--- config.mk ---
export PLATFORM = sky130hd
export DESIGN_NAME = flash_prog_seq
export DESIGN_NICKNAME = d
export VERILOG_FILES = /design/src/rtl/flash_prog_pkg.sv /design/src/rtl/flash_prog_data.sv /design/src/rtl/flash_prog_ctrl.sv /design/src/rtl/flash_prog_seq.sv
export SDC_FILE = /design/constraint.sdc
export NUM_CORES = 1
export LEC_CHECK = 0
export ABC_AREA = 0
export CAP_MARGIN = 25
export CORE_UTILIZATION = 53
export DETAILED_ROUTE_END_ITERATION = 10
export DONT_BUFFER_PORTS = 1
export PLACE_DENSITY = 0.7
export SLEW_MARGIN = 20
export SYNTH_ARGS = -nofsm -noshare
export SYNTH_HDL_FRONTEND = slang
export SYNTH_SLANG_ARGS = --single-unit
--- constraint.sdc ---
create_clock -name clk -period 3.7 [get_ports clk]
set_input_delay 0.74 -clock clk [delete_from_list [all_inputs] [get_ports clk]]
set_output_delay 0.74 -clock clk [all_outputs]
set_load 0.02 [all_outputs]
--- src/rtl/flash_prog_pkg.sv ---
package flash_prog_pkg;
  // host register locations
  localparam logic [1:0] REG_CTL  = 2'd0;
  localparam logic [1:0] REG_KEY  = 2'd1;
  localparam logic [1:0] REG_MODE = 2'd2;
  localparam logic [1:0] REG_DATA = 2'd3;

  // control register bit positions
  localparam int BIT_MEM   = 7;
  localparam int BIT_CFG   = 6;
  localparam int BIT_ERASE = 4;
  localparam int BIT_WREN  = 2;
  localparam int BIT_START = 1;
  localparam logic [7:0] CTL_RW_MASK = 8'hD4;

  localparam logic [7:0] KEY_FIRST  = 8'h55;
  localparam logic [7:0] KEY_SECOND = 8'hAA;

  typedef enum logic [1:0] {PH_IDLE, PH_ARM, PH_BUSY, PH_DRAIN} phase_t;
  typedef enum logic [1:0] {KEY_NONE, KEY_HALF, KEY_OPEN} keyState_t;

  typedef struct packed {
    logic loadByte;   // store regWrData at the pointed buffer slot
    logic capture;    // latch operation kind, address and mask
    logic freeBufs;   // mark the written panels empty
  } dpStrobe_t;
endpackage

--- src/rtl/flash_prog_data.sv ---
module flash_prog_data
  import flash_prog_pkg::*;
#(
  parameter int ADDR_W      = 16,
  parameter int NUM_PANELS  = 4,
  parameter int PANEL_BYTES = 8,
  parameter int ERASE_BYTES = 64
) (
  input  logic                              clk,
  input  logic                              rstN,
  input  dpStrobe_t                         strobe,
  input  logic [7:0]                        byteIn,
  input  logic [ADDR_W-1:0]                 tblPtr,
  input  logic                              eraseSel,
  input  logic                              multiSel,
  output logic                              wrReady,
  output logic                              opErase,
  output logic [ADDR_W-1:0]                 opAddr,
  output logic [NUM_PANELS-1:0]             opMask,
  output logic [NUM_PANELS*PANEL_BYTES*8-1:0] opData
);
  localparam int OFF_W  = $clog2(PANEL_BYTES);
  localparam int PAN_W  = $clog2(NUM_PANELS);
  localparam int SLOTS  = NUM_PANELS * PANEL_BYTES;
  localparam logic [ADDR_W-1:0] ERASE_LOW = ADDR_W'(ERASE_BYTES - 1);
  localparam logic [ADDR_W-1:0] GROUP_LOW = ADDR_W'(SLOTS - 1);
  localparam logic [ADDR_W-1:0] PANEL_LOW = ADDR_W'(PANEL_BYTES - 1);

  logic [SLOTS*8-1:0]    bufMem;
  logic [SLOTS-1:0]      validBits;
  logic [NUM_PANELS-1:0] fullMask, partMask, selMask, wantMask;
  logic [OFF_W-1:0]      curOff;
  logic [PAN_W-1:0]      curPanel;

  assign curOff   = tblPtr[OFF_W-1:0];
  assign curPanel = tblPtr[OFF_W +: PAN_W];

  for (genvar p = 0; p < NUM_PANELS; p++) begin : g_panel
    assign fullMask[p] = &validBits[p*PANEL_BYTES +: PANEL_BYTES];
    assign partMask[p] = (|validBits[p*PANEL_BYTES +: PANEL_BYTES]) & ~fullMask[p];
    assign selMask[p]  = (curPanel == PAN_W'(p));
  end

  assign wantMask = multiSel ? fullMask : (selMask & fullMask);
  assign wrReady  = multiSel ? ((|fullMask) && !(|partMask)) : (|(selMask & fullMask));
  assign opData   = bufMem;

  always_ff @(posedge clk) begin
    if (strobe.loadByte)
      bufMem[{curPanel, curOff}*8 +: 8] <= byteIn;
  end

  always_ff @(posedge clk) begin
    if (!rstN) begin
      validBits <= '0;
      opErase   <= 1'b0;
      opAddr    <= '0;
      opMask    <= '0;
    end else begin
      if (strobe.loadByte)
        validBits[{curPanel, curOff}] <= 1'b1;
      if (strobe.freeBufs) begin
        for (int p = 0; p < NUM_PANELS; p++)
          if (opMask[p]) validBits[p*PANEL_BYTES +: PANEL_BYTES] <= '0;
      end
      if (strobe.capture) begin
        opErase <= eraseSel;
        opMask  <= eraseSel ? '0 : wantMask;
        if (eraseSel)      opAddr <= tblPtr & ~ERASE_LOW;
        else if (multiSel) opAddr <= tblPtr & ~GROUP_LOW;
        else               opAddr <= tblPtr & ~PANEL_LOW;
      end
    end
  end
endmodule

--- src/rtl/flash_prog_ctrl.sv ---
module flash_prog_ctrl
  import flash_prog_pkg::*;
#(
  parameter int SCLK_EDGES   = 4,
  parameter int DRAIN_CYCLES = 1000
) (
  input  logic       clk,
  input  logic       rstN,
  input  logic       regWrEn,
  input  logic [1:0] regAddr,
  input  logic [7:0] regWrData,
  input  logic       sclk,
  input  logic       arrDone,
  input  logic       wrReady,
  output logic [7:0] ctlReg,
  output logic       multiSel,
  output logic       errFlag,
  output logic       arrStart,
  output dpStrobe_t  strobe
);
  localparam int EDGE_W  = $clog2(SCLK_EDGES + 1);
  localparam int DRAIN_W = $clog2(DRAIN_CYCLES + 1);

  phase_t             phase;
  keyState_t          keyState;
  logic [EDGE_W-1:0]  edgeCnt;
  logic [DRAIN_W-1:0] drainCnt;
  logic               sclkQ, sclkFall;
  logic               hostWr, startReq, startOk;

  assign sclkFall = sclkQ & ~sclk;
  assign hostWr   = (phase == PH_IDLE) && regWrEn;
  assign startReq = hostWr && (regAddr == REG_CTL) && regWrData[BIT_START];
  assign startOk  = (keyState == KEY_OPEN) && ctlReg[BIT_WREN] &&
                    regWrData[BIT_MEM] && !regWrData[BIT_CFG] &&
                    (regWrData[BIT_ERASE] || wrReady);

  always_comb begin
    strobe.loadByte = hostWr && (regAddr == REG_DATA);
    strobe.capture  = startReq && startOk;
    strobe.freeBufs = (phase == PH_BUSY) && arrDone;
  end

  always_ff @(posedge clk) begin
    if (!rstN) begin
      ctlReg   <= '0;
      multiSel <= 1'b1;
      errFlag  <= 1'b0;
      keyState <= KEY_NONE;
      phase    <= PH_IDLE;
      edgeCnt  <= '0;
      drainCnt <= '0;
      arrStart <= 1'b0;
      sclkQ    <= 1'b0;
    end else begin
      sclkQ    <= sclk;
      arrStart <= 1'b0;
      unique case (phase)
        PH_IDLE: begin
          if (regWrEn) begin
            keyState <= KEY_NONE;
            unique case (regAddr)
              REG_KEY: begin
                if (regWrData == KEY_FIRST)
                  keyState <= KEY_HALF;
                else if (keyState == KEY_HALF && regWrData == KEY_SECOND)
                  keyState <= KEY_OPEN;
              end
              REG_MODE: multiSel <= regWrData[0];
              REG_CTL: begin
                ctlReg <= regWrData & CTL_RW_MASK;
                if (startReq) begin
                  if (startOk) begin
                    ctlReg[BIT_START] <= 1'b1;
                    phase   <= PH_ARM;
                    edgeCnt <= '0;
                  end else begin
                    errFlag <= 1'b1;
                  end
                end
              end
              default: ;
            endcase
          end
        end
        PH_ARM: begin
          if (sclkFall) begin
            if (edgeCnt == EDGE_W'(SCLK_EDGES - 1)) begin
              arrStart <= 1'b1;
              phase    <= PH_BUSY;
            end else begin
              edgeCnt <= edgeCnt + 1'b1;
            end
          end
        end
        PH_BUSY: begin
          if (arrDone) begin
            ctlReg[BIT_START] <= 1'b0;
            phase    <= PH_DRAIN;
            drainCnt <= DRAIN_W'(DRAIN_CYCLES - 1);
          end
        end
        PH_DRAIN: begin
          if (drainCnt == '0) phase <= PH_IDLE;
          else                drainCnt <= drainCnt - 1'b1;
        end
        default: phase <= PH_IDLE;
      endcase
    end
  end
endmodule

--- src/rtl/flash_prog_seq.sv ---
module flash_prog_seq
  import flash_prog_pkg::*;
#(
  parameter int ADDR_W       = 16,
  parameter int NUM_PANELS   = 4,
  parameter int PANEL_BYTES  = 8,
  parameter int ERASE_BYTES  = 64,
  parameter int SCLK_EDGES   = 4,
  parameter int DRAIN_CYCLES = 1000
) (
  input  logic                                clk,
  input  logic                                rstN,
  input  logic                                regWrEn,
  input  logic [1:0]                          regAddr,
  input  logic [7:0]                          regWrData,
  input  logic [ADDR_W-1:0]                   tblPtr,
  input  logic                                sclk,
  input  logic                                arrDone,
  output logic [7:0]                          ctlReg,
  output logic                                errFlag,
  output logic                                arrStart,
  output logic                                arrErase,
  output logic [ADDR_W-1:0]                   arrAddr,
  output logic [NUM_PANELS-1:0]               arrMask,
  output logic [NUM_PANELS*PANEL_BYTES*8-1:0] arrData
);
  dpStrobe_t strobe;
  logic      multiSel, wrReady;

  flash_prog_ctrl #(
    .SCLK_EDGES(SCLK_EDGES), .DRAIN_CYCLES(DRAIN_CYCLES)
  ) u_ctrl (
    .clk(clk), .rstN(rstN), .regWrEn(regWrEn), .regAddr(regAddr),
    .regWrData(regWrData), .sclk(sclk), .arrDone(arrDone), .wrReady(wrReady),
    .ctlReg(ctlReg), .multiSel(multiSel), .errFlag(errFlag),
    .arrStart(arrStart), .strobe(strobe)
  );

  flash_prog_data #(
    .ADDR_W(ADDR_W), .NUM_PANELS(NUM_PANELS),
    .PANEL_BYTES(PANEL_BYTES), .ERASE_BYTES(ERASE_BYTES)
  ) u_data (
    .clk(clk), .rstN(rstN), .strobe(strobe), .byteIn(regWrData),
    .tblPtr(tblPtr), .eraseSel(regWrData[BIT_ERASE]), .multiSel(multiSel),
    .wrReady(wrReady), .opErase(arrErase), .opAddr(arrAddr),
    .opMask(arrMask), .opData(arrData)
  );
endmodule

==> impl_summary.log, run 1 <==
INFO  metric synth_enable_flop_cells = 256
INFO  metric min-delay-start = rstN
INFO  metric worstSetupEndpointType = register
INFO  metric die_area = 25000 um^2
INFO  metric status = completed
INFO  metric detailedRoute.firstPassIterationCount = 5
INFO  metric initial_utilization = 54.6%
INFO  metric port-buffer-count = 0
INFO  metric num_antenna_cells = 0
INFO  metric coreArea = 23700 um^2
INFO  metric drc = 0
INFO  metric layout.cells.most_common = nor2_1
INFO  metric setup.reg_to_reg.worst_slack = 940 ps
INFO  metric sum_of_buffers_and_inverters_on_the_critical_path = 2
INFO  metric p_leak = 5.39 nW
INFO  metric cts-root-to-sink-buffers = 3
INFO  metric timing.slew.headroom = 52.7%
INFO  metric synthDistinctLibCells = 50
INFO  metric min_to = u_ctrl.multiSel
INFO  metric synth_ff_type = edfxtp_1
INFO  metric maxClockFrequency = 0.334 GHz
INFO  metric grt_antenna_before_repair = 0
INFO  metric worstSkewPairLatency = 510 ps
INFO  metric path_clk_slew = 60 ps
INFO  metric flow.area_growth_from_synthesis = 11.7%
INFO  metric worst_hold_path_type = in -> reg
INFO  metric design.final.nets = 1145
INFO  metric hold_depth = 1
INFO  metric htreeDepth = 2
INFO  metric critical_path.top_delay_family = simple AND/OR/NAND/NOR gates
INFO  metric vias_per_cell = 5.80
INFO  metric synthesis.area = 12900 um^2
INFO  metric layout_worst_path_cycle_share = 80.9%
INFO  metric period_needed = 2990 ps
INFO  metric timing.critical_path.slowest_stage_cell = nor2_1
INFO  metric tritoncts_num_sinks = 332
INFO  metric cpPeakStageDelay = 660 ps
INFO  metric r2r-end = u_data.opData[50]
INFO  metric syn-mean-instance-area = 11.7 um^2
INFO  metric post_cts_repair_timing_setup_buffer_count = 0
INFO  metric num_io_pins = 318
INFO  metric synthCells = 1106
INFO  metric maxCapViolations = 0
INFO  metric grt_pass1_wl = 49.8 mm
INFO  metric layout.cells.most_common_list = 286 x nor2_1, 256 x edfxtp_1, 88 x nand2_1, 76 x dfxtp_1, 68 x nor3_1
INFO  metric grt_util_all_layers = 27.1%
INFO  metric die_x = 158 um
INFO  metric layout.cell_area.non_filler = 14400 um^2
INFO  metric timing_worst_slew_pin_value = 707 ps
INFO  metric worst-endpoint-required = 3840 ps
INFO  metric place_area = 13300 um^2
INFO  metric avgRoutedWirePerCell = 23.5 um
INFO  metric areal_power_density_over_the_cells = 544 nW/um^2
INFO  metric setup_viol = 0
INFO  metric overall_via_count_from_detail_route = 8391
INFO  metric cts.repair.resized = 0
INFO  metric timing.critical_path.arrival = 3130 ps
INFO  metric chipHeight = 158 um
INFO  metric gpl.final_weighted_congestion = 0.834
INFO  metric detailed_place_hpwl = 23.9 mm
INFO  metric post_route_cells_drive_above_1_share = 7.72%
INFO  metric fin_hold_ws = 310 ps
INFO  metric grt_max_degree = 57
INFO  metric hold_buffers = 0
INFO  metric yosysWarnings = 0
INFO  metric hold_violations = 0
INFO  metric rows = 56
INFO  metric synth.yosys.seq_area_share = 71.3%
INFO  metric maxSlewViolCount = 0
INFO  metric post_route_antenna_net_violation_count = 0
INFO  metric numCtsBuffers = 35
INFO  metric setup.worst_path.class = in -> reg
INFO  metric timing.rr.start = u_ctrl.phase[0]
INFO  metric cts_tree = yes
INFO  metric clock-skew-final = 19.2 ps
INFO  metric critical_path.max_fanout = 12
INFO  metric vdd.ir_drop.worst = 401 uV
INFO  metric critical_path.startpoint_type = input port
INFO  metric synth-seq-cells = 332
INFO  metric root_buffer = clkbuf_16
INFO  metric drt-initial-drc-count = 797
INFO  metric vias_in_the_first_global_route = 8153
INFO  metric wl = 34.0 mm
INFO  metric fin_setup_tns = 0 ps
INFO  metric ff2ff_path_depth = 6
INFO  metric crit_chain = inv_1 -> ha_1 -> nor3b_1 -> ha_1 -> or3_2 -> inv_1 -> nand2_1 -> nor2_1
INFO  metric grt.overflow.total = 0
INFO  metric grt_setup_unrepaired = no
INFO  metric ys_async_sr_fraction = 0%
==> final cells by class <==
type | count | area (um^2)
Clock inverter | 19 | 225
Sequential cell | 332 | 9210
Inverter | 15 | 56.3
Fill cell | 1940 | 9250
Timing Repair Buffer | 24 | 205
Tap cell | 319 | 399
Multi-Input combinational cell | 694 | 3390
Clock buffer | 43 | 948
==> worst register-to-register path: cells and delay by family, from the launching register on <==
family	cells	cell delay, ps
adders and majority gates	1	270
buffers and inverters	2	330
and+or+nand+nor	3	1540
DFF	1	350
==> logic make-up after synthesis <==
family	synth area share [%]
buffers and inverters	2.71
XOR/XNOR	0.746
flip-flops	71.3
AND/OR/NAND/NOR	19.4
adder cells (fa/ha/maj)	1.16
multiplexers	0.775
other	0.0290
AO/OA/AOI/OAI	3.90
==> metal layers <==
layer	vias to the layer above	wire length (um)	global-route usage, %	part of all wire, %
met5	-	0	0	0
met4	0	939	8.75	2.8
met3	74	3680	8.16	11
met2	446	16100	44.2	47
met1	4014	13300	34.5	39
li1	3857	-	-	-
==> how the worst max path moves through the flow <==
stage | slack, ps | cells past startpoint | from | to
after floorplan | 560 | 8 | tblPtr[0] | u_data.opData[0]
after global placement | 300 | 8 | tblPtr[0] | u_data.opData[217]
after detailed placement | 210 | 8 | tblPtr[0] | u_data.opData[219]
after CTS | 740 | 8 | tblPtr[0] | u_data.opData[217]
final | 710 | 8 | tblPtr[0] | u_data.opData[219]
after global routing | 570 | 8 | tblPtr[0] | u_data.opData[219]
==> per-stage QoR <==
stage | setup WS (ps) | power (mW) | util [%] | instances
floorplan | 565 | 4.29 | - | 1111
global placement | 297 | 4.35 | 56.0 | 1384
detailed placement | 213 | 4.36 | 56.0 | 1384
CTS | 736 | 7.88 | 60.9 | 1446
global route | 571 | 8.04 | 60.9 | 1446
finish | 707 | 7.85 | 60.9 | 1446
==> sequential cells by signal, indices dropped and copies added (netlist names) <==
signal	count
u_data.opData	256
u_data.validBits	32
u_data.opAddr	13
u_ctrl.drainCnt	10
u_ctrl.ctlReg	5
u_data.opMask	4
u_ctrl.edgeCnt	3
u_ctrl.keyState	2
u_ctrl.phase	2
u_ctrl.arrStart	1
u_ctrl.errFlag	1
u_ctrl.multiSel	1
u_ctrl.sclkQ	1
u_data.opErase	1
==> where the power goes <==
group	leakage (nW)	total [mW]	internal [mW]	switching [mW]
registers	3.56	3.99	3.98	0.00634
logic	1.26	0.292	0.0640	0.228
clock network	0.571	3.57	2.18	1.39
==> cell usage after synthesis, types with 7 or more instances <==
cell | count | area (um^2)
nand3_1 | 52 | 260
o21ai_0 | 21 | 105
xnor2_1 | 8 | 70.1
a21oi_1 | 41 | 205
edfxtp_1 | 256 | 7690
nor4_1 | 12 | 75.1
nand2_1 | 90 | 338
dfxtp_1 | 76 | 1520
nor2_1 | 286 | 1070
ha_1 | 12 | 150
nand4_1 | 8 | 50.1
o21a_1 | 8 | 60.1
mux2i_1 | 10 | 100
and2_1 | 15 | 93.8
clkbuf_1 | 39 | 146
inv_1 | 15 | 56.3
nor3_1 | 68 | 340
nand2b_1 | 7 | 43.8
buf_1 | 23 | 86.3
Note: power is estimated with default switching activity, not from simulation.
==> inputs of run 2 (changes only) <==
==> constraint.sdc (replaced) <==
create_clock -name clk -period 3 [get_ports clk]
set_input_delay 0.6 -clock clk [delete_from_list [all_inputs] [get_ports clk]]
set_output_delay 0.6 -clock clk [all_outputs]
set_load 0.02 [all_outputs]
==> run 2 against run 1 <==
Worst hold slack got worse by 140 ps. Setup slack worse by 230 ps. Combinational power up 31%. Via count rose by 2.4%. Routed wire length shrank 0.13%. Power is 19% higher. Core utilization is 0.74 points higher. Non-clock buffer count grew 36. Sequential share of layout area decreased by 0.77 points. Register-to-register slack worse by 470 ps. Highest routed layer unchanged.
==> impl_summary.log, run 2 (synthesis gave the netlist of run 1 again) <==
INFO  metric fin_setup_tns = 0 ps
INFO  metric clock-skew-final = 15.2 ps
INFO  metric gpl.final_weighted_congestion = 0.798
INFO  metric avgRoutedWirePerCell = 22.9 um
INFO  metric grt_util_all_layers = 27.1%
INFO  metric cts_tree = yes
INFO  metric maxSlewViolCount = 0
INFO  metric grt.overflow.total = 0
INFO  metric timing.rr.start = u_data.validBits[17]
INFO  metric grt_antenna_before_repair = 0
INFO  metric post-place-ws = 162 ps
INFO  metric grt_setup_unrepaired = no
INFO  metric layout.cells.most_common = nor2_1
INFO  metric max_reg_flops = 256
INFO  metric port-buffer-count = 0
INFO  metric hold_violations = 0
INFO  metric hold_buffers = 0
INFO  metric worstSkewPairLatency = 520 ps
INFO  metric min-delay-start = rstN
INFO  metric initial_utilization = 54.6%
INFO  metric cts-root-to-sink-buffers = 3
INFO  metric coreArea = 23700 um^2
INFO  metric die_x = 158 um
INFO  metric detailedRoute.firstPassIterationCount = 5
INFO  metric drt-initial-drc-count = 923
INFO  metric cts.repair.resized = 0
INFO  metric vias_per_cell = 5.80
INFO  metric numCtsBuffers = 35
INFO  metric vias_in_the_first_global_route = 8258
INFO  metric htreeDepth = 2
INFO  metric p_leak = 5.54 nW
INFO  metric drc = 0
INFO  metric min_to = u_ctrl.multiSel
INFO  metric num_io_pins = 318
INFO  metric grt_pass1_wl = 49.9 mm
INFO  metric status = completed
INFO  metric ff2ff_path_depth = 7
INFO  metric grt_max_degree = 57
INFO  metric critical_path.max_fanout = 12
INFO  metric timing.slew.headroom = 58.1%
INFO  metric overall_via_count_from_detail_route = 8595
INFO  metric setup.reg_to_reg.worst_slack = 470 ps
INFO  metric setup.worst_path.class = reg -> reg
INFO  metric timing.critical_path.arrival = 2970 ps
INFO  metric areal_power_density_over_the_cells = 639 nW/um^2
INFO  metric design.final.nets = 1181
INFO  metric worstSetupEndpointType = register
INFO  metric post_route_antenna_net_violation_count = 0
INFO  metric post_route_cells_drive_above_1_share = 10.5%
INFO  metric detailed_place_hpwl = 22.9 mm
INFO  metric hold_depth = 1
INFO  metric maxCapViolations = 0
INFO  metric wl = 34.0 mm
INFO  metric tritoncts_num_sinks = 332
INFO  metric post_cts_repair_timing_setup_buffer_count = 0
INFO  metric flow.area_growth_from_synthesis = 13.1%
INFO  metric setup_viol = 0
INFO  metric period_needed = 2530 ps
INFO  metric critical_path.startpoint_type = register
INFO  metric die_area = 25000 um^2
INFO  metric vdd.ir_drop.worst = 419 uV
INFO  metric layout.cells.most_common_list = 286 x nor2_1, 256 x edfxtp_1, 88 x nand2_1, 76 x dfxtp_1, 68 x nor3_1
INFO  metric num_antenna_cells = 0
INFO  metric r2r-end = u_ctrl.edgeCnt[0]
INFO  metric post-route-worst-setup-slack = 472 ps
INFO  metric timing_worst_slew_pin_value = 628 ps
INFO  metric chipHeight = 158 um
INFO  metric maxClockFrequency = 0.396 GHz
INFO  metric root_buffer = clkbuf_16
INFO  metric path_clk_slew = 60 ps
INFO  metric rows = 56
INFO  metric worst-endpoint-required = 3440 ps
INFO  metric worst_hold_path_type = in -> reg
INFO  metric layout_worst_path_cycle_share = 84.3%
[run 2: cell count changes in the layout (fill, tap and decap cells not counted), moves of 2 or more]
cell / delta
bufinv_16: -4
clkbuf_16: -2
clkinv_4: +4
inv_6: +3
clkinv_1: +3
buf_4: +35
clkinvlp_4: -2
[run 2: final cells by class]
cell class                      instances  area (um^2)
Tap cell                              319          399
Inverter                               15         56.3
Timing Repair Buffer                   60          488
Fill cell                            1923         9070
Multi-Input combinational cell        694         3390
Sequential cell                       332         9210
Clock inverter                         22          158
Clock buffer                           41          908
[run 2: worst max-delay path, cell delays in order, from the launching register on]
cell and delay [ps]:
dfxtp_1 320, nor4_1 330, nand2_1 110, a22oi_1 200, o2111ai_1 200, a211o_1 500
o21ai_0 540, mux2i_1 240
[run 2: worst max-delay path by stage]
stage,start,endpoint,cells past startpoint
floorplan,tblPtr[0],u_data.opData[0],8
global placement,tblPtr[1],u_data.opData[246],9
detailed placement,tblPtr[1],u_data.opData[228],9
CTS,u_data.validBits[17],u_ctrl.edgeCnt[0],7
global route,u_ctrl.phase[1],u_ctrl.edgeCnt[0],9
finish,u_data.validBits[17],u_ctrl.edgeCnt[0],7
[run 2: metal layers]
layer / vias up / part of all wire (%) / GRT usage [%]
met5: - / 0 / 0
met4: 0 / 3.2 / 11.4
met3: 65 / 10 / 7.97
met2: 432 / 48 / 44.1
met1: 4164 / 39 / 33.8
li1: 3934 / - / -
[run 2: report_power, final]
part           switching (mW)  internal [mW]  leakage (nW)
sequential            0.00805           4.91          3.56
clock                    1.76           2.28         0.530
combinational           0.287         0.0956          1.45
total                    2.05           7.28          5.54
[run 2: metrics by stage]
| step | area [um^2] | power [mW] | std cells | util [%] | hold WS [ps] |
|---|---|---|---|---|---|
| 2_1_floorplan | 12900 | 5.29 | 1111 | - | 435 |
| 3_3_place_gp | 13500 | 5.39 | 1420 | 57.2 | 442 |
| 3_5_place_dp | 13500 | 5.39 | 1420 | 57.2 | 452 |
| 4_1_cts | 14600 | 9.38 | 1483 | 61.7 | 143 |
| 5_1_grt | 14600 | 9.59 | 1483 | 61.7 | 153 |
| 6_report | 14600 | 9.33 | 1483 | 61.7 | 167 |
